[src/rtl/qr_sched_pkg.sv]
package qr_sched_pkg;

    typedef enum logic [1:0] {
        ST_IDLE = 2'd0,
        ST_ARM  = 2'd1,
        ST_ON   = 2'd2,
        ST_OFF  = 2'd3
    } qr_state_e;

    typedef struct packed {
        qr_state_e st;
        logic      gate;
        logic      stb;
        logic      blank_valley;
        logic      done_seen;
    } qr_regs_t;

endpackage

[src/rtl/qr_period_ctr.sv]
module qr_period_ctr #(
    parameter int SAT_VAL = 2600,
    parameter int CNT_W   = $clog2(SAT_VAL + 1)
) (
    input  logic             clk,
    input  logic             rst_n,
    input  logic             clr,
    output logic [CNT_W-1:0] cnt
);
    localparam logic [CNT_W-1:0] L_SAT = CNT_W'(SAT_VAL);

    logic [CNT_W-1:0] cnt_d, cnt_q;

    always_comb begin
        cnt_d = cnt_q;
        if (clr) begin
            cnt_d = '0;
        end else if (cnt_q != L_SAT) begin
            cnt_d = cnt_q + 1'b1;
        end
    end

    always_ff @(posedge clk or negedge rst_n) begin
        if (!rst_n) begin
            cnt_q <= '0;
        end else begin
            cnt_q <= cnt_d;
        end
    end

    assign cnt = cnt_q;
endmodule

[src/rtl/qr_trigger_sel.sv]
module qr_trigger_sel
    import qr_sched_pkg::*;
#(
    parameter int CNT_W        = 12,
    parameter int BLANK_CYC    = 170,
    parameter int FALLBACK_CYC = 100,
    parameter int START_CYC    = 2600
) (
    input  qr_state_e        st,
    input  logic [CNT_W-1:0] cnt,
    input  logic             valley,
    input  logic             blank_valley,
    output logic             in_blank,
    output logic             start
);
    localparam logic [CNT_W-1:0] L_BLANK  = CNT_W'(BLANK_CYC);
    localparam logic [CNT_W-1:0] L_FB_M1  = CNT_W'(BLANK_CYC + FALLBACK_CYC - 1);
    localparam logic [CNT_W-1:0] L_ST_M1  = CNT_W'(START_CYC - 1);

    logic starter_due, fallback_due, valley_ok;

    always_comb begin
        in_blank     = (cnt < L_BLANK);
        starter_due  = (cnt >= L_ST_M1);
        fallback_due = blank_valley && (cnt >= L_FB_M1);
        valley_ok    = valley && !in_blank;
        unique case (st)
            ST_ARM:  start = starter_due;
            ST_OFF:  start = valley_ok || fallback_due || starter_due;
            default: start = 1'b0;
        endcase
    end
endmodule

[src/rtl/qr_ontime_ctl.sv]
module qr_ontime_ctl #(
    parameter int CNT_W   = 12,
    parameter int TON_MIN = 50,
    parameter int TON_MAX = 940
) (
    input  logic [CNT_W-1:0] cnt,
    input  logic             done_req,
    input  logic             done_seen,
    output logic             end_on
);
    localparam logic [CNT_W-1:0] L_MIN_M1 = CNT_W'(TON_MIN - 1);
    localparam logic [CNT_W-1:0] L_MAX_M1 = CNT_W'(TON_MAX - 1);

    logic min_met, max_hit;

    always_comb begin
        min_met = (cnt >= L_MIN_M1);
        max_hit = (cnt >= L_MAX_M1);
        end_on  = (min_met && (done_req || done_seen)) || max_hit;
    end
endmodule

[src/rtl/qr_cycle_sched.sv]
module qr_cycle_sched
    import qr_sched_pkg::*;
#(
    parameter int BLANK_CYC    = 170,
    parameter int FALLBACK_CYC = 100,
    parameter int START_CYC    = 2600,
    parameter int TON_MIN      = 50,
    parameter int TON_MAX      = 940
) (
    input  logic clk,
    input  logic rst_n,
    input  logic enable,
    input  logic valley_pulse,
    input  logic ton_done_req,
    output logic gate_out,
    output logic cycle_stb
);
    localparam int CNT_W = $clog2(START_CYC + 1);

    qr_regs_t         r_d, r_q;
    logic             clr;
    logic [CNT_W-1:0] cnt;
    logic             in_blank;
    logic             start;
    logic             end_on;

    qr_period_ctr #(
        .SAT_VAL (START_CYC),
        .CNT_W   (CNT_W)
    ) u_ctr (
        .clk   (clk),
        .rst_n (rst_n),
        .clr   (clr),
        .cnt   (cnt)
    );

    qr_trigger_sel #(
        .CNT_W        (CNT_W),
        .BLANK_CYC    (BLANK_CYC),
        .FALLBACK_CYC (FALLBACK_CYC),
        .START_CYC    (START_CYC)
    ) u_trig (
        .st           (r_q.st),
        .cnt          (cnt),
        .valley       (valley_pulse),
        .blank_valley (r_q.blank_valley),
        .in_blank     (in_blank),
        .start        (start)
    );

    qr_ontime_ctl #(
        .CNT_W   (CNT_W),
        .TON_MIN (TON_MIN),
        .TON_MAX (TON_MAX)
    ) u_ton (
        .cnt       (cnt),
        .done_req  (ton_done_req),
        .done_seen (r_q.done_seen),
        .end_on    (end_on)
    );

    always_comb begin
        r_d     = r_q;
        r_d.stb = 1'b0;
        clr     = 1'b0;
        if (!enable) begin
            r_d.st           = ST_IDLE;
            r_d.gate         = 1'b0;
            r_d.blank_valley = 1'b0;
            r_d.done_seen    = 1'b0;
            clr              = 1'b1;
        end else begin
            unique case (r_q.st)
                ST_IDLE: begin
                    r_d.st = ST_ARM;
                    clr    = 1'b1;
                end
                ST_ARM, ST_OFF: begin
                    if (start) begin
                        r_d.st           = ST_ON;
                        r_d.gate         = 1'b1;
                        r_d.stb          = 1'b1;
                        r_d.blank_valley = 1'b0;
                        r_d.done_seen    = 1'b0;
                        clr              = 1'b1;
                    end else if (r_q.st == ST_OFF && valley_pulse && in_blank) begin
                        r_d.blank_valley = 1'b1;
                    end
                end
                ST_ON: begin
                    if (valley_pulse && in_blank) begin
                        r_d.blank_valley = 1'b1;
                    end
                    if (ton_done_req) begin
                        r_d.done_seen = 1'b1;
                    end
                    if (end_on) begin
                        r_d.st        = ST_OFF;
                        r_d.gate      = 1'b0;
                        r_d.done_seen = 1'b0;
                    end
                end
                default: r_d.st = ST_IDLE;
            endcase
        end
    end

    always_ff @(posedge clk or negedge rst_n) begin
        if (!rst_n) begin
            r_q <= '{st: ST_IDLE, gate: 1'b0, stb: 1'b0,
                     blank_valley: 1'b0, done_seen: 1'b0};
        end else begin
            r_q <= r_d;
        end
    end

    assign gate_out  = r_q.gate & enable;
    assign cycle_stb = r_q.stb & enable;
endmodule

[config.mk]
export PLATFORM = sky130hd
export DESIGN_NAME = qr_cycle_sched
export DESIGN_NICKNAME = d
export VERILOG_FILES = /design/src/rtl/qr_sched_pkg.sv /design/src/rtl/qr_period_ctr.sv /design/src/rtl/qr_trigger_sel.sv /design/src/rtl/qr_ontime_ctl.sv /design/src/rtl/qr_cycle_sched.sv
export SDC_FILE = /design/constraint.sdc
export NUM_CORES = 1
export LEC_CHECK = 0
export BUFFER_PORTS_ARGS = -buffer_cell sky130_fd_sc_hd__buf_4
export CAP_MARGIN = 20
export CORE_MARGIN = 10
export CORE_UTILIZATION = 43
export DETAILED_ROUTE_END_ITERATION = 12
export RECOVER_POWER = 50
export SYNTH_ARGS = -nofsm -noshare
export SYNTH_HDL_FRONTEND = slang
export SYNTH_SLANG_ARGS = --single-unit
[constraint.sdc]
create_clock -name clk -period 2.3 [get_ports clk]
set_clock_uncertainty 0.1 [all_clocks]
set_input_delay 0.46 -clock clk [delete_from_list [all_inputs] [get_ports clk]]
set_output_delay 0.46 -clock clk [all_outputs]
set_load 0.05 [all_outputs]
==> results of run 1 <==
synthesized netlist by cell type (all sizes together):
cell type,instances,area [µm²]
and4b,1,10.0
dfrtp,18,450
or2,1,6.26
nor4bb,1,10.0
nand2,9,33.8
mux2i,2,20.0
xor2,5,43.8
nor4,4,31.3
nand3b,1,7.51
o211ai,1,7.51
nand4,1,6.26
and3,2,12.5
nor3,4,20.0
nand2b,1,6.26
a221o,1,10.0
o21bai,1,18.8
a211o,1,8.76
buf,3,26.3
nor4b,1,8.76
o22ai,1,6.26
and2,2,12.5
nor2,26,97.6
inv,8,30.0
a211oi,1,7.51
or3,2,12.5
nand3,5,25.0
o41ai,1,8.76
a311o,1,10.0
xnor2,5,43.8
a21oi,4,20.0
a31oi,1,6.26
ha,4,50.1
a22oi,1,7.51
o31ai,1,7.51
o21ai,4,20.0
nor2b,1,6.26
clkbuf,4,15.0
sequential cells by signal, summed over array words and instances (netlist names):
signal and count:
u_ctr.cnt 12, r_q 6
path summary, 6_finish.rpt:
check | to | from | depth (start not counted)
max | u_ctr.cnt[11]$_DFFE_PN0P_ | u_ctr.cnt[0]$_DFFE_PN0P_ | 8
min | r_q[0]$_DFFE_PN0P_ | ton_done_req | 3
max reg2reg | u_ctr.cnt[11]$_DFFE_PN0P_ | u_ctr.cnt[0]$_DFFE_PN0P_ | 8
min reg2reg | r_q[0]$_DFFE_PN0P_ | r_q[0]$_DFFE_PN0P_ | 2
max in group asynchronous | u_ctr.cnt[1]$_DFFE_PN0P_ | rst_n | 2
min in group asynchronous | u_ctr.cnt[0]$_DFFE_PN0P_ | rst_n | 2
layer usage:
layer / share of wire (%) / global-route usage [%] / routed length, µm
met2: 50 / 15.9 / 1220
met4: 1.7 / 4.52 / 42
met1: 44 / 12.5 / 1080
met5: 0 / 0 / 0
met3: 4.2 / 1.95 / 103
per-stage QoR:
step | worst slack [ns] | total power (W)
after global routing | 0.0306 | 0.000564
after global placement | 0.0954 | 0.000372
after floorplan | 0.163 | 0.000356
after CTS | 0.0271 | 0.000534
final | 0.138 | 0.000530
after detailed placement | 0.0582 | 0.000374
worst max-delay path: cells and delay by family, from the launching register on:
kind	cells	cell delay, ns
AO/OA/AOI/OAI	4	1.01
flip-flops	1	0.43
AND/OR/NAND/NOR	2	0.26
adder cells (fa/ha/maj)	1	0.16
buffers and inverters	1	0.13
power groups by stage:
| stage | Combinational, W | Sequential, W | Clock (W) |
|---|---|---|---|
| floorplan | 0.0000254 | 0.000331 | 0 |
| global placement | 0.0000410 | 0.000331 | 0 |
| detailed placement | 0.0000417 | 0.000332 | 0 |
| CTS | 0.0000430 | 0.000326 | 0.000165 |
| global route | 0.0000543 | 0.000327 | 0.000182 |
| finish | 0.0000483 | 0.000326 | 0.000156 |
final cells by class:
cell class                      count  share of cell area [%]
Clock buffer                        3                    1.76
Multi-Input combinational cell     98                    49.2
Timing Repair Buffer               15                    8.42
Inverter                            8                    2.35
Sequential cell                    18                    35.4
Tap cell                           30                    2.94
what timing repair did:
item | CTS | global route
hold endpoints to repair | 18 | 0
setup endpoints to repair | 0 | 12
hold buffers | 1 | 0
resized for setup | 0 | 3
setup buffers | 0 | 3
kinds of logic after synthesis:
logic type      after synthesis
buf+inv                      15
simple gates                 62
compound gates               19
flops                        18
xor+xnor                     10
fa+ha+maj                     4
mux                           2
==> impl_results.md, run 1 <==
- Reg power frac: 61.5%
- CTS root buffer: clkbuf_4
- Worst EP arrival: ~2.3 ns
- Leading cell type in the layout, fill and taps excluded: nor2_1
- Die Ht: around 71 µm
- RSZ-0062 raised after global routing: no
- Status: finished, final reports clean
- Leak: 0.537 nW
- # nets final: between 150 and 200
- Number of I/O pins: 7
- Total GRT Usage: under 10%
- Vias per Instance: approximately 5.4
- Final hold vios: 0
- Post-DP HPWL: around 1800 µm
- Worst path max stage delay: 0.43 ns
- Routed WL per cell: roughly 14 µm
- Cell area after placement: 0.00120 mm²
- Post-synthesis compound-gate area fraction: roughly an eighth
- Die area: 0.00506 mm²
- Multi-input logic area: around 630 µm²
- Final setup vio count: 0
- Pwr Density: just over 400 mW/mm²
- Syn_area_per_cell: just under 9 µm²
- Critical path type: flip-flop to flip-flop
- Inserted Diodes: 0
- Clk network pwr share: between 20% and 30%
- Crit. End Element: flip-flop
- Routed WL: around 2400 µm
- TNS Setup: 0 ns
- Register Area: between 400 and 500 µm²
- FP Rows: 18
- Worst hold path class: input port to flip-flop
- XOR/XNOR Fraction of Synth Area: ~7.8%
- Synth Cell Area: around 0.0011 mm²
- Worst setup SP type: flip-flop
- Count of state elements after synthesis: 18
- Overflow after GRT: 0
- Period utilisation layout: between 90% and 100%
- Post-synthesis mux area share: 1.78%
- Largest net degree at the start of global routing: 19
- Fillers: roughly 250
- Horiz. Die Dim: between 70 and 80 µm
- Worst EP required: roughly 2.4 ns
- DR pass1 iterations: 4
- Gate Count Post-Synth: 130
- Post-Synth Adder-Cell Area: about 4.4%
- Yosys warns: 0
- Fmax: between 0.4 and 0.5 GHz
- Int Pwr: around 0.00040 W
- Antenna Violating Nets Remaining: 0
- Post-Synth Simple-Gate Area: 27.3%
- Clock buffer depth: 2
- Post-synthesis net count: 139
- Vias in the first global route: slightly above 900
- Fin crit period: approximately 2.2 ns
- Drt drc: 0
- Share of layout cells above drive strength 1: 14.8%
- Yosys cell types: 40
- CTS Sinks: 18
- Post-route cell area: between 0.001 and 0.0015 mm²
- First-pass GRT wire length: 4160 µm
- Slew headroom: a little over a third
- Critical path cell sequence: inv_1, ha_1, nor2b_1, o21ai_0, a221o_1, a311o_1, o21bai_4, nor2_1
- Switching power total: roughly 0.00013 W
- Peak supply drop: roughly 0.33 mV
- CP max FO: 6
- CTS Buf Count: 3
- Layout Utilization: a little over 50%
- Synth-to-layout area growth: 13.6%
- Initial cell density of the core: 45.4%
- Core area: 0.00248 mm²
- Vias: 932
- Switching share of power: roughly a quarter
- R2R setup slack: 0.14 ns
- Largest family of logic cells by synthesized area: simple AND/OR/NAND/NOR gates
- TritonCTS clock tree: done
- Slowest stage cell on the critical path: dfrtp_1
- Sequential-to-total area share from yosys stat: 40.0%
- Clock transition at path regs: roughly 0.10 ns
- Clk Latency, worst-skew pair: 0.29 ns
- Worst-margin pin slew: roughly 1 ns
- Cell Count, Final, Fillers Out: ~170
- Max-Cap Viols: 0
- Initial antenna violation count: 0
- Commonest non-fill, non-tap cells in the layout: nor2_1 (26), dfrtp_1 (17), buf_4 (12)
- Hold Slack: 0.312 ns
- Final Wtd Congestion: 0.791
- Initial detailed-routing violation count: 36
- Number of H-tree levels: 1
- Logic pwr share: 9.1%
- Placed cells: between 150 and 200
- # port buffers: 6
- Slew Limit Fails: 0
No activity file was read; power rests on OpenSTA's default activity.
==> inputs of run 2 (changes only) <==
- ABC_AREA: default -> 1
- CAP_MARGIN: 20 -> default
==> impl_results.md, run 2 <==
- Post-synth top cells: nand2_1 (57), inv_1 (22), dfrtp_1 (18), nor2_1 (18), nand3_1 (11)
- Yosys cell types: 26
- EDFF count, synth: 0
- Number of I/O pins: 7
- Top-area cell type share of the netlist area: approximately a third
- TritonCTS clock tree: done
- CTS root buffer: clkbuf_4
- Hold Slack: 0.376 ns
- Largest register FFs: 12
- Vias in the first global route: 1176
- Initial antenna violation count: 0
- Critical path type: flip-flop to flip-flop
- Synth Cell Area: around 0.0013 mm²
- CP max FO: 11
- First-pass GRT wire length: approximately 5200 µm
- Period utilisation layout: ~86%
- Post-synthesis net count: 190
- Antenna Violating Nets Remaining: 0
- Routed WL per cell: approximately 13 µm
- Worst-margin pin slew: approximately 1.0 ns
- Slew headroom: between 30% and 40%
- Largest cells by area after synthesis: dfrtp_1 (34%), nand2_1 (16%), inv_1 (6.3%)
- Routed WL: about 2800 µm
- Peak supply drop: between 0.2 and 0.3 mV
- Clock transition at path regs: approximately 0.12 ns
- CTS Buf Count: 3
- Final hold vios: 0
- Fmax: roughly 0.51 GHz
- TNS Setup: 0 ns
- Vias per Instance: between 5 and 6
- Worst setup SP type: flip-flop
- Status: finished, final reports clean
- Worst EP arrival: approximately 2.1 ns
- Yosys top cell by area: dfrtp_1
- Share of layout cells above drive strength 1: between 15 and 20%
- Count of state elements after synthesis: 18
- Final Wtd Congestion: about 0.88
- RSZ-0062 raised after global routing: no
- Number of H-tree levels: 1
- Clock buffer depth: 2
- Fin crit period: 1.98 ns
- # port buffers: 6
- Worst hold path class: flip-flop to flip-flop
- FP Rows: 19
- Vias: ~1200
- Sequential-to-total area share from yosys stat: approximately a third
- Final setup vio count: 0
- Max-Cap Viols: 0
- Post-Place Worst Slack: about 0.22 ns
- Synth-to-layout area growth: 9.65%
- Inserted Diodes: 0
- Initial detailed-routing violation count: 80
- Initial cell density of the core: approximately 46%
- Top FF cell, synth: dfrtp_1
- Gate Count Post-Synth: 181
- CTS Sinks: 18
- Core area: 0.00283 mm²
- Post-CTS Resized: 0
- Leading cell type in the layout, fill and taps excluded: nand2_1
- Clk Latency, worst-skew pair: about 0.30 ns
- Largest net degree at the start of global routing: 19
- Async SR Flop Fraction: 100%
- Slew Limit Fails: 0
- Yosys warns: 0
- Most frequent cell after synthesis: nand2_1
- DR pass1 iterations: 4
- Drt drc: 0
- Commonest non-fill, non-tap cells in the layout: nand2_1 (57), inv_1 (22), nor2_1 (18), dfrtp_1 (18), nand3_1 (11)
- Pwr Density: ~430 mW/mm²
- Overflow after GRT: 0
- Horiz. Die Dim: between 70 and 80 µm
- Worst EP required: ~2.4 ns
- Post-DP HPWL: ~2200 µm
- Total GRT Usage: around 11%
- Layout Utilization: approximately half
- Worst Slack Setup Final: between 0.3 and 0.4 ns
- # nets final: about 200
- Syn_area_per_cell: slightly above 7 µm²
- Die area: 0.00565 mm²
- Leak: 0.731 nW
- R2R setup slack: 0.32 ns
- Crit. End Element: flip-flop
- Die Ht: about 75 µm
==> run 2: final cells by class <==
cell class                      count  area, µm²
Fill cell                         297       1390
Multi-Input combinational cell    137        751
Sequential cell                    18        450
Inverter                           22       82.6
Timing Repair Buffer               11       77.6
Tap cell                           31       38.8
Clock buffer                        4       36.3
==> run 2: repair_timing <==
item | CTS | global route
hold buffers | 1 | 0
buffers inserted | 0 | 3
hold endpoints to repair | 18 | 0
setup endpoints to repair | 0 | 2
==> run 2: path summary, 6_finish.rpt <==
check	startpoint	to	cells after the start
worst max-delay path	u_ctr.cnt[0]$_DFFE_PN0P_	u_ctr.cnt[8]$_DFFE_PN0P_	13
worst min-delay path	r_q[0]$_DFFE_PN0P_	r_q[0]$_DFFE_PN0P_	2
worst max register to register	u_ctr.cnt[0]$_DFFE_PN0P_	u_ctr.cnt[8]$_DFFE_PN0P_	13
worst min register to register	r_q[0]$_DFFE_PN0P_	r_q[0]$_DFFE_PN0P_	2
max in group asynchronous	rst_n	u_ctr.cnt[11]$_DFFE_PN0P_	2
min in group asynchronous	rst_n	u_ctr.cnt[0]$_DFFE_PN0P_	2
==> run 2: cells by family after synthesis <==
logic type               Yosys count  synth area share (%)
AND/OR/NAND/NOR                  108                  38.8
buffers and inverters             26                  8.31
AO/OA/AOI/OAI                     18                  10.0
flip-flops                        18                  34.4
XOR/XNOR                           7                  4.68
adder cells (fa/ha/maj)            4                  3.82
==> run 2: stage by stage <==
step	instance area, µm²	total power (W)	instances
floorplan	1310	0.000396	181
global placement	1380	0.000418	215
detailed placement	1380	0.000419	215
CTS	1420	0.000627	220
global route	1440	0.000658	223
finish	1440	0.000624	223
==> run 2: routing by layer <==
metal | global-route usage, % | up-vias | part of all wire (%)
li1 | - | 599 | -
met1 | 14.9 | 527 | 50
met2 | 17.0 | 25 | 43
met3 | 2.10 | 12 | 3.6
met4 | 6.39 | 0 | 3.2
met5 | 0 | - | 0
==> run 2: where the power goes <==
part	switching [W]	leakage [nW]	internal [W]	total, W
clock network	0.000107	0.0210	0.0000965	0.000203
logic	0.0000519	0.462	0.0000326	0.0000845
registers	0.0000111	0.247	0.000325	0.000336
total	0.000170	0.731	0.000454	0.000624
==> run 2: worst max-delay path, stage by stage, from the launching register on <==
cell and delay [ns]:
dfrtp_1 0.44, inv_1 0.13, ha_1 0.16, inv_1 0.04
nor2_1 0.13, nor2_1 0.07, nand2_1 0.06, nand2_1 0.05
nand2_1 0.05, nand2_1 0.06, nand2_2 0.09, nand4_4 0.17
buf_4 0.23, a21oi_2 0.12
